[src/rtl/mps_pkg.sv]
package mps_pkg;
    localparam int WORD_W  = 32;
    localparam int LANES   = 4;
    localparam int W_CS    = 0;
    localparam int W_BS_LO = 1;
    localparam int W_ACK   = 30;
    localparam int W_LAST  = 31;

    typedef enum logic [1:0] {
        ST_IDLE = 2'd0,
        ST_RUN  = 2'd1,
        ST_HOLD = 2'd2
    } seq_state_t;
endpackage

[src/rtl/mps_pattern_ram.sv]
module mps_pattern_ram #(
    parameter int DEPTH = 64,
    parameter int WIDTH = 32,
    localparam int AW   = $clog2(DEPTH)
) (
    input  logic             clk,
    input  logic             wr_en,
    input  logic [AW-1:0]    wr_addr,
    input  logic [WIDTH-1:0] wr_data,
    input  logic [AW-1:0]    rd_addr,
    output logic [WIDTH-1:0] rd_data
);
    logic [WIDTH-1:0] mem_q [DEPTH];

    always_ff @(posedge clk) begin
        if (wr_en) mem_q[wr_addr] <= wr_data;
    end

    assign rd_data = mem_q[rd_addr];
endmodule

[src/rtl/mps_lane_mask.sv]
module mps_lane_mask #(
    parameter int LANE_CNT = 4
) (
    input  logic [1:0]          port_code,
    input  logic [1:0]          size_code,
    input  logic [1:0]          addr_lo,
    output logic [LANE_CNT-1:0] lane_en
);
    logic [2:0] port_bytes;
    logic [2:0] xfer_bytes;
    logic [2:0] first_lane;
    logic [2:0] span_end;
    logic [2:0] end_lane;

    always_comb begin
        unique case (port_code)
            2'd0:    port_bytes = 3'd1;
            2'd1:    port_bytes = 3'd2;
            default: port_bytes = 3'd4;
        endcase
        unique case (size_code)
            2'd0:    xfer_bytes = 3'd1;
            2'd1:    xfer_bytes = 3'd2;
            default: xfer_bytes = 3'd4;
        endcase
        first_lane = {1'b0, addr_lo} & (port_bytes - 3'd1);
        span_end   = first_lane + xfer_bytes;
        end_lane   = (span_end > port_bytes) ? port_bytes : span_end;
    end

    for (genvar g = 0; g < LANE_CNT; g++) begin : g_lane
        assign lane_en[g] = (3'(g) >= first_lane) && (3'(g) < end_lane);
    end
endmodule

[src/rtl/mps_hold_timer.sv]
module mps_hold_timer #(
    parameter int CNT_W = 2
) (
    input  logic             clk,
    input  logic             rst_n,
    input  logic             load,
    input  logic [CNT_W-1:0] load_val,
    input  logic             run,
    output logic             done
);
    logic [CNT_W-1:0] cnt_q;

    always_ff @(posedge clk or negedge rst_n) begin
        if (!rst_n)                cnt_q <= '0;
        else if (load)             cnt_q <= load_val;
        else if (run && cnt_q != '0) cnt_q <= cnt_q - 1'b1;
    end

    assign done = (cnt_q == '0);

    // the stretch counter steps down by exactly one per held clock
    assert_timer_step_R8: assert property (@(posedge clk) disable iff (!rst_n)
        (run && !load && cnt_q != '0) |=> (cnt_q == $past(cnt_q) - 1'b1));
endmodule

[src/rtl/mem_pattern_seq.sv]
module mem_pattern_seq
    import mps_pkg::*;
#(
    parameter int NUM_BANKS  = 8,
    parameter int RAM_DEPTH  = 64,
    localparam int BANK_W    = $clog2(NUM_BANKS),
    localparam int IDX_W     = $clog2(RAM_DEPTH)
) (
    input  logic                   clk,
    input  logic                   rst_n,
    input  logic                   load_en,
    input  logic [IDX_W-1:0]       load_addr,
    input  logic [WORD_W-1:0]      load_data,
    input  logic [NUM_BANKS-1:0]   bank_owned,
    input  logic [2*NUM_BANKS-1:0] bank_port_size,
    input  logic [NUM_BANKS-1:0]   bank_hold_en,
    input  logic [2*NUM_BANKS-1:0] bank_hold_clks,
    input  logic                   req_valid,
    input  logic [BANK_W-1:0]      req_bank,
    input  logic [IDX_W-1:0]       req_start,
    input  logic [1:0]             req_size,
    input  logic [1:0]             req_addr,
    output logic                   busy,
    output logic [NUM_BANKS-1:0]   cs_n,
    output logic [LANES-1:0]       bs_n,
    output logic                   ack
);
    seq_state_t        state_q, state_d;
    logic [IDX_W-1:0]  idx_q;
    logic [BANK_W-1:0] bank_q;
    logic [LANES-1:0]  mask_q, mask_w;
    logic [WORD_W-1:0] rd_word, held_q, cur_word;
    logic              accept, word_last, stretch_due;
    logic              tmr_load, tmr_done;
    logic [1:0]        tmr_val;

    mps_pattern_ram #(.DEPTH(RAM_DEPTH), .WIDTH(WORD_W)) u_ram (
        .clk     (clk),
        .wr_en   (load_en),
        .wr_addr (load_addr),
        .wr_data (load_data),
        .rd_addr (idx_q),
        .rd_data (rd_word)
    );

    mps_lane_mask #(.LANE_CNT(LANES)) u_mask (
        .port_code (bank_port_size[2*req_bank +: 2]),
        .size_code (req_size),
        .addr_lo   (req_addr),
        .lane_en   (mask_w)
    );

    mps_hold_timer #(.CNT_W(2)) u_timer (
        .clk      (clk),
        .rst_n    (rst_n),
        .load     (tmr_load),
        .load_val (tmr_val),
        .run      (state_q == ST_HOLD),
        .done     (tmr_done)
    );

    assign accept      = (state_q == ST_IDLE) && req_valid && bank_owned[req_bank];
    assign word_last   = rd_word[W_LAST];
    assign stretch_due = req_valid && (req_bank == bank_q) && bank_hold_en[bank_q];
    assign tmr_load    = (state_q == ST_RUN) && word_last && stretch_due;
    assign tmr_val     = bank_hold_clks[2*bank_q +: 2];

    // state register
    always_ff @(posedge clk or negedge rst_n) begin
        if (!rst_n) state_q <= ST_IDLE;
        else        state_q <= state_d;
    end

    // next-state logic
    always_comb begin
        state_d = state_q;
        unique case (state_q)
            ST_IDLE: if (accept) state_d = ST_RUN;
            ST_RUN:  if (word_last) state_d = stretch_due ? ST_HOLD : ST_IDLE;
            ST_HOLD: if (tmr_done) state_d = ST_IDLE;
            default: state_d = ST_IDLE;
        endcase
    end

    // request context and word pointer
    always_ff @(posedge clk or negedge rst_n) begin
        if (!rst_n) begin
            idx_q  <= '0;
            bank_q <= '0;
            mask_q <= '0;
            held_q <= '0;
        end else begin
            if (accept) begin
                idx_q  <= req_start;
                bank_q <= req_bank;
                mask_q <= mask_w;
            end else if (state_q == ST_RUN) begin
                idx_q <= idx_q + 1'b1;
            end
            if (state_q == ST_RUN && word_last) held_q <= rd_word;
        end
    end

    // outputs
    always_comb begin
        cur_word = (state_q == ST_HOLD) ? held_q : rd_word;
        busy     = (state_q != ST_IDLE);
        cs_n     = '1;
        bs_n     = '1;
        ack      = 1'b0;
        if (state_q != ST_IDLE) begin
            if (cur_word[W_CS]) cs_n[bank_q] = 1'b0;
            bs_n = ~(cur_word[W_BS_LO +: LANES] & mask_q);
        end
        if (state_q == ST_RUN) ack = rd_word[W_ACK];
    end

    // at most one chip-select is active
    assert_cs_onehot_R2: assert property (@(posedge clk) disable iff (!rst_n)
        $onehot0(~cs_n));
    // nothing is driven while not busy
    assert_idle_quiet_R4: assert property (@(posedge clk) disable iff (!rst_n)
        !busy |-> (&cs_n && &bs_n && !ack));
    // busy only rises after a request was presented
    assert_busy_cause_R1: assert property (@(posedge clk) disable iff (!rst_n)
        $rose(busy) |-> $past(req_valid));
    // strobes never leave the lanes the access mask allows
    assert_lane_subset_R5: assert property (@(posedge clk) disable iff (!rst_n)
        ((~bs_n & ~mask_q) == '0));
    // acknowledge only while words execute
    assert_ack_run_R6: assert property (@(posedge clk) disable iff (!rst_n)
        ack |-> (state_q == ST_RUN));
    // outputs frozen during the stretch
    assert_hold_stable_R8: assert property (@(posedge clk) disable iff (!rst_n)
        (state_q == ST_HOLD && $past(state_q) == ST_HOLD) |-> ($stable(cs_n) && $stable(bs_n)));
endmodule

[config.mk]
export PLATFORM = sky130hd
export DESIGN_NAME = mem_pattern_seq
export DESIGN_NICKNAME = d
export VERILOG_FILES = /design/src/rtl/mps_pkg.sv /design/src/rtl/mps_pattern_ram.sv /design/src/rtl/mps_lane_mask.sv /design/src/rtl/mps_hold_timer.sv /design/src/rtl/mem_pattern_seq.sv
export SDC_FILE = /design/constraint.sdc
export NUM_CORES = 1
export LEC_CHECK = 0
export BUFFER_PORTS_ARGS = -buffer_cell sky130_fd_sc_hd__buf_4
export CORE_UTILIZATION = 50
export CTS_BUF_LIST = sky130_fd_sc_hd__clkbuf_4
export DETAILED_ROUTE_END_ITERATION = 6
export PLACE_DENSITY = 0.68
export SLEW_MARGIN = 20
export SYNTH_ARGS = -nofsm -noshare
export SYNTH_HDL_FRONTEND = slang
export SYNTH_SLANG_ARGS = --single-unit
export TNS_END_PERCENT = 5
[constraint.sdc]
create_clock -name clk -period 6.9 [get_ports clk]
set_input_delay 0.345 -clock clk [delete_from_list [all_inputs] [get_ports clk]]
set_output_delay 0.345 -clock clk [all_outputs]
set_load 0.01 [all_outputs]
[After elaboration in Yosys (flattened, before gate mapping)]
Memories as Yosys holds them, arrays and structs flattened.
Cells that the tools add are included.
W data, S select, Z words.
Storage, ports and cells
  RAM bits: 2048
  memories: 1
  flip-flop bits (word level): 22
  bits in read-only memories: 0
  output and inout bits: 14
  latch bits: 0
  word-level logic and storage cells: 83
Cells by class
  add/sub/neg operators: 4
  eq/ne operators: 8
  shift-type cells: 2
  multiply operators: 0
  multiplexer cells: 25
  reductions and logical operators: 21
  magnitude comparators: 12
  bitwise gates (word level): 4
  divide/modulo/power cells: 0
Memory list
  u_ram.mem_q: words 64, bits a word 32, read ports 1, clocked after memory_dff 0, wr ports 1, line mps_pattern_ram.sv:13  | logic [WIDTH-1:0] mem_q [DEPTH];
Operators with widths (count)
  $shiftx A16 B5 Y2: 2
  $mux W8: 2
  $logic_and A1 B1 Y1: 12
  $mux W2: 6
  $mux W6: 2
  $pmux W3 S2: 2
  $logic_not A2 Y1: 4
  $lt A3 B4 Y1 const B: 2
  $not A8 Y8: 1
  $reduce_bool A2 Y1: 4
  $add A6 B1 Y6 const B: 1
  $bmux W1 S3: 2
  $eq A2 B1 Y1 const B: 3
  $ge A1 B3 Y1 const A: 2
  $ge A2 B3 Y1 const A: 2
  $lt A1 B3 Y1 const A: 2
  $lt A2 B3 Y1 const A: 2
  $mux W1: 6
  $ne A2 B2 Y1 const B: 3
  $pmux W2 S3: 1
  $mux W5: 1
  $and A4 B4 Y4: 1
  $mux W4: 1
  $not A4 Y4: 1
  other kinds (11): 11

[Longest topological paths before layout]
  depth in word-level cells: 10
  gate-level depth with buffers: 17
  gate-level depth less buffers: 16

[Cells and area by module]
Synthesis repeated with hierarchy kept, for this count alone.
Unflattened totals
  cell total of the unflattened synthesis: 3480
  area total of the unflattened synthesis: 79780.3 µm²
Modules (own cells, without submodules)
  mps_pattern_ram: cells each 3292, area each 77874.7 µm², instances 1, sequential area each 61499.0 µm²
  mem_pattern_seq: cells each 138, area each 1500.2 µm², instances 1, sequential area each 500.5 µm²
  mps_lane_mask: cells each 37, area each 272.8 µm², instances 1, sequential area each 0.0 µm²
  mps_hold_timer: cells each 13, area each 132.6 µm², instances 1, sequential area each 50.0 µm²

[Worst setup path before layout]
Ideal clock, no wire load.
  path kind: input -> register
  start: input req_bank[0]
  end: register mask_q[0]
  data arrival time: 3927 ps
  stages on the path: 17
  data required time: 6775 ps
  path slack: 2849 ps
  cells stage by stage: buf_2 > mux4_2 > nand2b_1 > o21ai_0 > inv_1 > ha_1 > nor2b_1 > inv_1 > fa_1 > inv_1 > ha_1 > nor2b_1 > o21ai_0 > a32oi_1 > mux2i_1 > a311oi_1 > mux2_2
On the way
  word-level cells in the longest chain between the ends: 10
Ends and longest elaborated chain
  start, declared: line mem_pattern_seq.sv:19  | input logic [BANK_W-1:0] req_bank,
  $shiftx A16 B5 Y2: line mem_pattern_seq.sv:47  | .port_code (bank_port_size[2*req_bank +: 2]),
  $eq A2 B1 Y1 / $logic_not A2 Y1 (equally long branches): line mps_lane_mask.sv:16  | unique case (port_code)
  $pmux W3 S2: line mps_lane_mask.sv:16
  $sub A3 B1 Y3: line mps_lane_mask.sv:26  | first_lane = {1'b0, addr_lo} & (port_bytes - 3'd1);
  $and A2 B3 Y3: line mps_lane_mask.sv:26
  $add A3 B3 Y3: line mps_lane_mask.sv:27  | span_end = first_lane + xfer_bytes;
  $gt A3 B3 Y1: line mps_lane_mask.sv:28  | end_lane = (span_end > port_bytes) ? port_bytes : span_end;
  $mux W3: line mps_lane_mask.sv:28
  $lt A1 B3 Y1: line mps_lane_mask.sv:32  | assign lane_en[g] = (3'(g) >= first_lane) && (3'(g) < end_lane);
  $logic_and A1 B1 Y1: line mps_lane_mask.sv:32
  end signal, assigned: line mem_pattern_seq.sv:96  | mask_q <= mask_w;
  end, declared: line mem_pattern_seq.sv:31  | logic [LANES-1:0] mask_q, mask_w;
Several ways; a longest one is shown, not always the timed one. The select of a mux whose other input is x is not followed.
A chain may end at the register's enable or synchronous reset.

[Final worst setup path]
  start: register idx_q[0]
  end: output cs_n[7]
On the way
  word-level cells in the longest chain between the ends: 4
Ends and longest elaborated chain
  start, declared: line mem_pattern_seq.sv:29  | logic [IDX_W-1:0] idx_q;
  start signal, assigned: line mem_pattern_seq.sv:94  | idx_q <= req_start;
  start signal, assigned: line mem_pattern_seq.sv:98  | idx_q <= idx_q + 1'b1;
  $mem_v2 Z64 W32
  $mux W5: line mem_pattern_seq.sv:106  | cur_word = (state_q == ST_HOLD) ? held_q : rd_word;
  $mux W8: line mem_pattern_seq.sv:112  | if (cur_word[W_CS]) cs_n[bank_q] = 1'b0;
  $mux W8: line mem_pattern_seq.sv:111  | if (state_q != ST_IDLE) begin
  end, declared: line mem_pattern_seq.sv:24  | output logic [NUM_BANKS-1:0] cs_n,
No other way between the ends.

==> results.md <==
- CP Class: register to output pin
- Leakage: 7.35 nW
- Slew Viols, Final: 0
- Clock tree from TritonCTS: done
- Worst slew margin: 0.300
- Area enclosed by the die boundary: 39600 um^2
- Final WL: 44.3 mm
- Die width: 199 um
- Ordered list of cells on the worst path: buf_12 > mux4_1 > a22oi_1 > a31oi_1 > nand4_1 > o211ai_1 > nand3_1 > buf_4
- Final worst path period share: 0.686
- Setup repair after global routing missed its margin: false
- Sinks on Clock Net: 470
- Total number of placement rows: 71
- Number of library cell types mapped by synthesis: 62
- Placed wire-length estimate after detailed placement: 25.9 mm
- Port Buffer Count: 91
- Proportion of synthesized chip area in sequential cells: 0.722
- Power density over the cells: 354 nW/um^2
- Largest fanout on the critical path: 72
- Type of destination of the critical path: output pin
- Net count after synthesis: 1140
- Final sum of negative setup slack: 0 ps
- Gate Count Post-Synth: 1029
- Filler instances: 2858
- Pin count of the biggest net entering global routing: 73
- Worst Setup Start Kind: register
- Routed Antenna Nets: 0
- Total number of nets in the final design: 1306
- Number of placed instances, taps included: 1578
- Number of iterations in the first detailed-routing pass: 5
- Met2 layer usage reported by global route: 0.380
- Number of global-route vias before repair: 10720
- Average wire per cell in the routed design: 24.7 um
- Clk slew on worst S/H paths: 70 ps
- Finished layout cell area: 22000 um^2
- EDFF count, synth: 448
- GP Congestion: 0.770
- Data required time at the worst endpoint: 6550 ps
- Initial antenna violation count: 2
- Average cell area after synthesis: 18.8 um^2
- R2r startpoint: idx_q[0]$_DFFE_PN0P_
- Final cell count without fillers: 1798
- Critical hold path startpoint: load_addr[2]
- Clock buffer count from CTS: 113
- # IOs: 117
- Global-route wire length before repair: 65.5 mm
- Minimum period implied by the final worst setup slack: 4730 ps
- Overall via count from detail_route: 10585
- Placed standard-cell area: 20500 um^2
- Achievable Freq: 211 MHz
- Final worst-path setup slack: 2170 ps
- Cell Area, Synth: 19400 um^2
- Least-Margin Pin Slew: 1050 ps
- Grt total ovfl: 0
- CP bufs+invs: 2
- Worst clock skew on the final layout: 47.9 ps
- Cell family with most CP delay: flip-flops
- Outcome: finished, final reports clean
- Number of levels the H-tree was split into: 3
- Post-place setup slack: 2380 ps
- Die Height: 199 um
- Class of the most critical hold timing path: primary input to register
- Via density: 5.89
- PostCTS Resize Cnt: 0
- Overall fraction of global-route tracks in use: 0.230
- Starting density of the core: 0.511
- Cell at the root of the clock tree: sky130_fd_sc_hd__clkbuf_4
- Arrival time of data at the critical path endpoint: 4390 ps
- Max rail drop VDD: 0.270 mV
- Startpoint of the worst setup timing path: idx_q[0]$_DFFE_PN0P_
- Met3 capacity usage during global routing: 0.0459
- Peak-usage layer in the global routing report: met2
- Post-synthesis to final-layout area growth: 13.5%
- Flip-flop cell with the highest count after synthesis: sky130_fd_sc_hd__edfxtp_1
- Proportion of layout cells with a drive suffix above 1: 0.319
- Max stage delay on crit path: 910 ps
- Core Box Area: 37900 um^2
- # DRC: 0
- Post-route worst hold slack: 54.3 ps
- Buffer depth of the longest clock path: 3
- Area fraction of the dominant cell type after synthesis: 0.694
- Number of flip-flops and latches in the synthesized netlist: 470
- Met1 track demand over resource: 0.307
- Number of setup violations in the final report: 0
- Area leader, netlist: sky130_fd_sc_hd__edfxtp_1
- Final Hold Fails: 0
- Proportion of register bits with asynchronous set or reset after synthesis: 0.0468
- Clock insertion delay at the later pin of the skew report: 780 ps
- Maxcap violations: 0
- Largest cells by area after synthesis: sky130_fd_sc_hd__edfxtp_1, sky130_fd_sc_hd__mux4_2, sky130_fd_sc_hd__dfrtp_1
- Iter 0 DRT Violations: 982
- Max stage delay cell, worst path: sky130_fd_sc_hd__dfrtp_4
- Warnings, synthesis: 0
==> stage by stage <==
| step | util | total power, mW |
|---|---|---|
| 2_1_floorplan | - | 5.00 |
| 3_3_place_gp | 0.539 | 5.63 |
| 3_5_place_dp | 0.539 | 5.66 |
| 4_1_cts | 0.580 | 7.85 |
| 5_1_grt | 0.580 | 8.14 |
| 6_report | 0.580 | 7.80 |
==> per-layer routing <==
layer	routed length, um	share of wire
met5	0	0
met4	859	0.019
met3	3550	0.080
met2	21900	0.49
met1	18000	0.41
==> path summary, 6_finish.rpt <==
path	end	slack, ps	cells after the start
max reg2reg	held_q[4]$_DFFE_PN0P_	2970	7
min	u_ram.mem_q[49][1]$_DFFE_PP_	50	2
max	cs_n[7]	2170	8
min reg2reg	held_q[1]$_DFFE_PN0P_	500	1
min in group asynchronous	held_q[0]$_DFFE_PN0P_	190	3
max in group asynchronous	idx_q[1]$_DFFE_PN0P_	6330	3
==> timing repair <==
action	4_1_cts	5_1_grt
hold buffers	13	0
setup buffers	0	0
endpoints found under the setup margin	0	0
endpoints found under the hold margin	31	0
==> sequential cells by signal, indices dropped and copies added, names as in the netlist <==
register and cells:
held_q 5, idx_q 6, bank_q 3, mask_q 4, u_ram.mem_q 448, state_q 2, u_timer.cnt_q 2
==> area by class of cell <==
type,count,area (um^2),share of cell area
antenna,3,7.51,0.000341
inverter,14,52.6,0.00239
multi-input combinational,484,4990,0.227
sequential,470,14000,0.636
clock buffer,164,1230,0.0559
timing repair buffer,112,893,0.0406
tap,511,639,0.0290
clock inverter,40,185,0.00841
==> cell usage in the layout (no fill, tap or decap), drive strengths merged, types with 7 or more instances in the layout <==
cell / instances
dfrtp: 22
nand2: 43
nand3: 14
mux2: 18
mux2i: 53
nor2b: 13
a22oi: 10
o22ai: 9
ha: 7
edfxtp: 448
clkbuf: 164
clkinv: 34
a22o: 7
a21oi: 18
nor2: 77
inv: 18
buf: 100
mux4: 107
o21ai: 12
dlygate4sd3: 12
o221ai: 9
==> kinds of logic after synthesis <==
family | synth area share
muxes | 0.163
adders and majority gates | 0.00555
xor gates and xnor gates | 0.00271
buffers and inverters | 0.0208
AOI/OAI and AO/OA | 0.0415
DFF | 0.722
and+or+nand+nor | 0.0440
==> power breakdown <==
part	leakage [nW]	internal, mW	switching (mW)	total, mW
registers	4.30	3.20	0.230	3.43
clock network	0.848	1.13	1.07	2.20
logic	2.20	1.02	1.14	2.16
total	7.35	5.35	2.44	7.80
==> synth_stat cells, drive strengths merged (4+ instances only) <==
library cell / number
a221oi: 5
edfxtp: 448
nand2b: 6
mux4: 107
nand3: 14
dfrtp: 22
a22o: 7
nand2: 43
nand3b: 6
clkbuf: 27
a22oi: 10
a31oi: 6
and3: 6
ha: 7
buf: 34
nor2: 77
inv: 14
nor2b: 13
o21ai: 12
nor3: 4
mux2: 18
o221ai: 9
xnor2: 4
o22ai: 9
o211ai: 5
a21oi: 18
mux2i: 53
a211oi: 6
No activity file was read; power rests on OpenSTA's default activity.
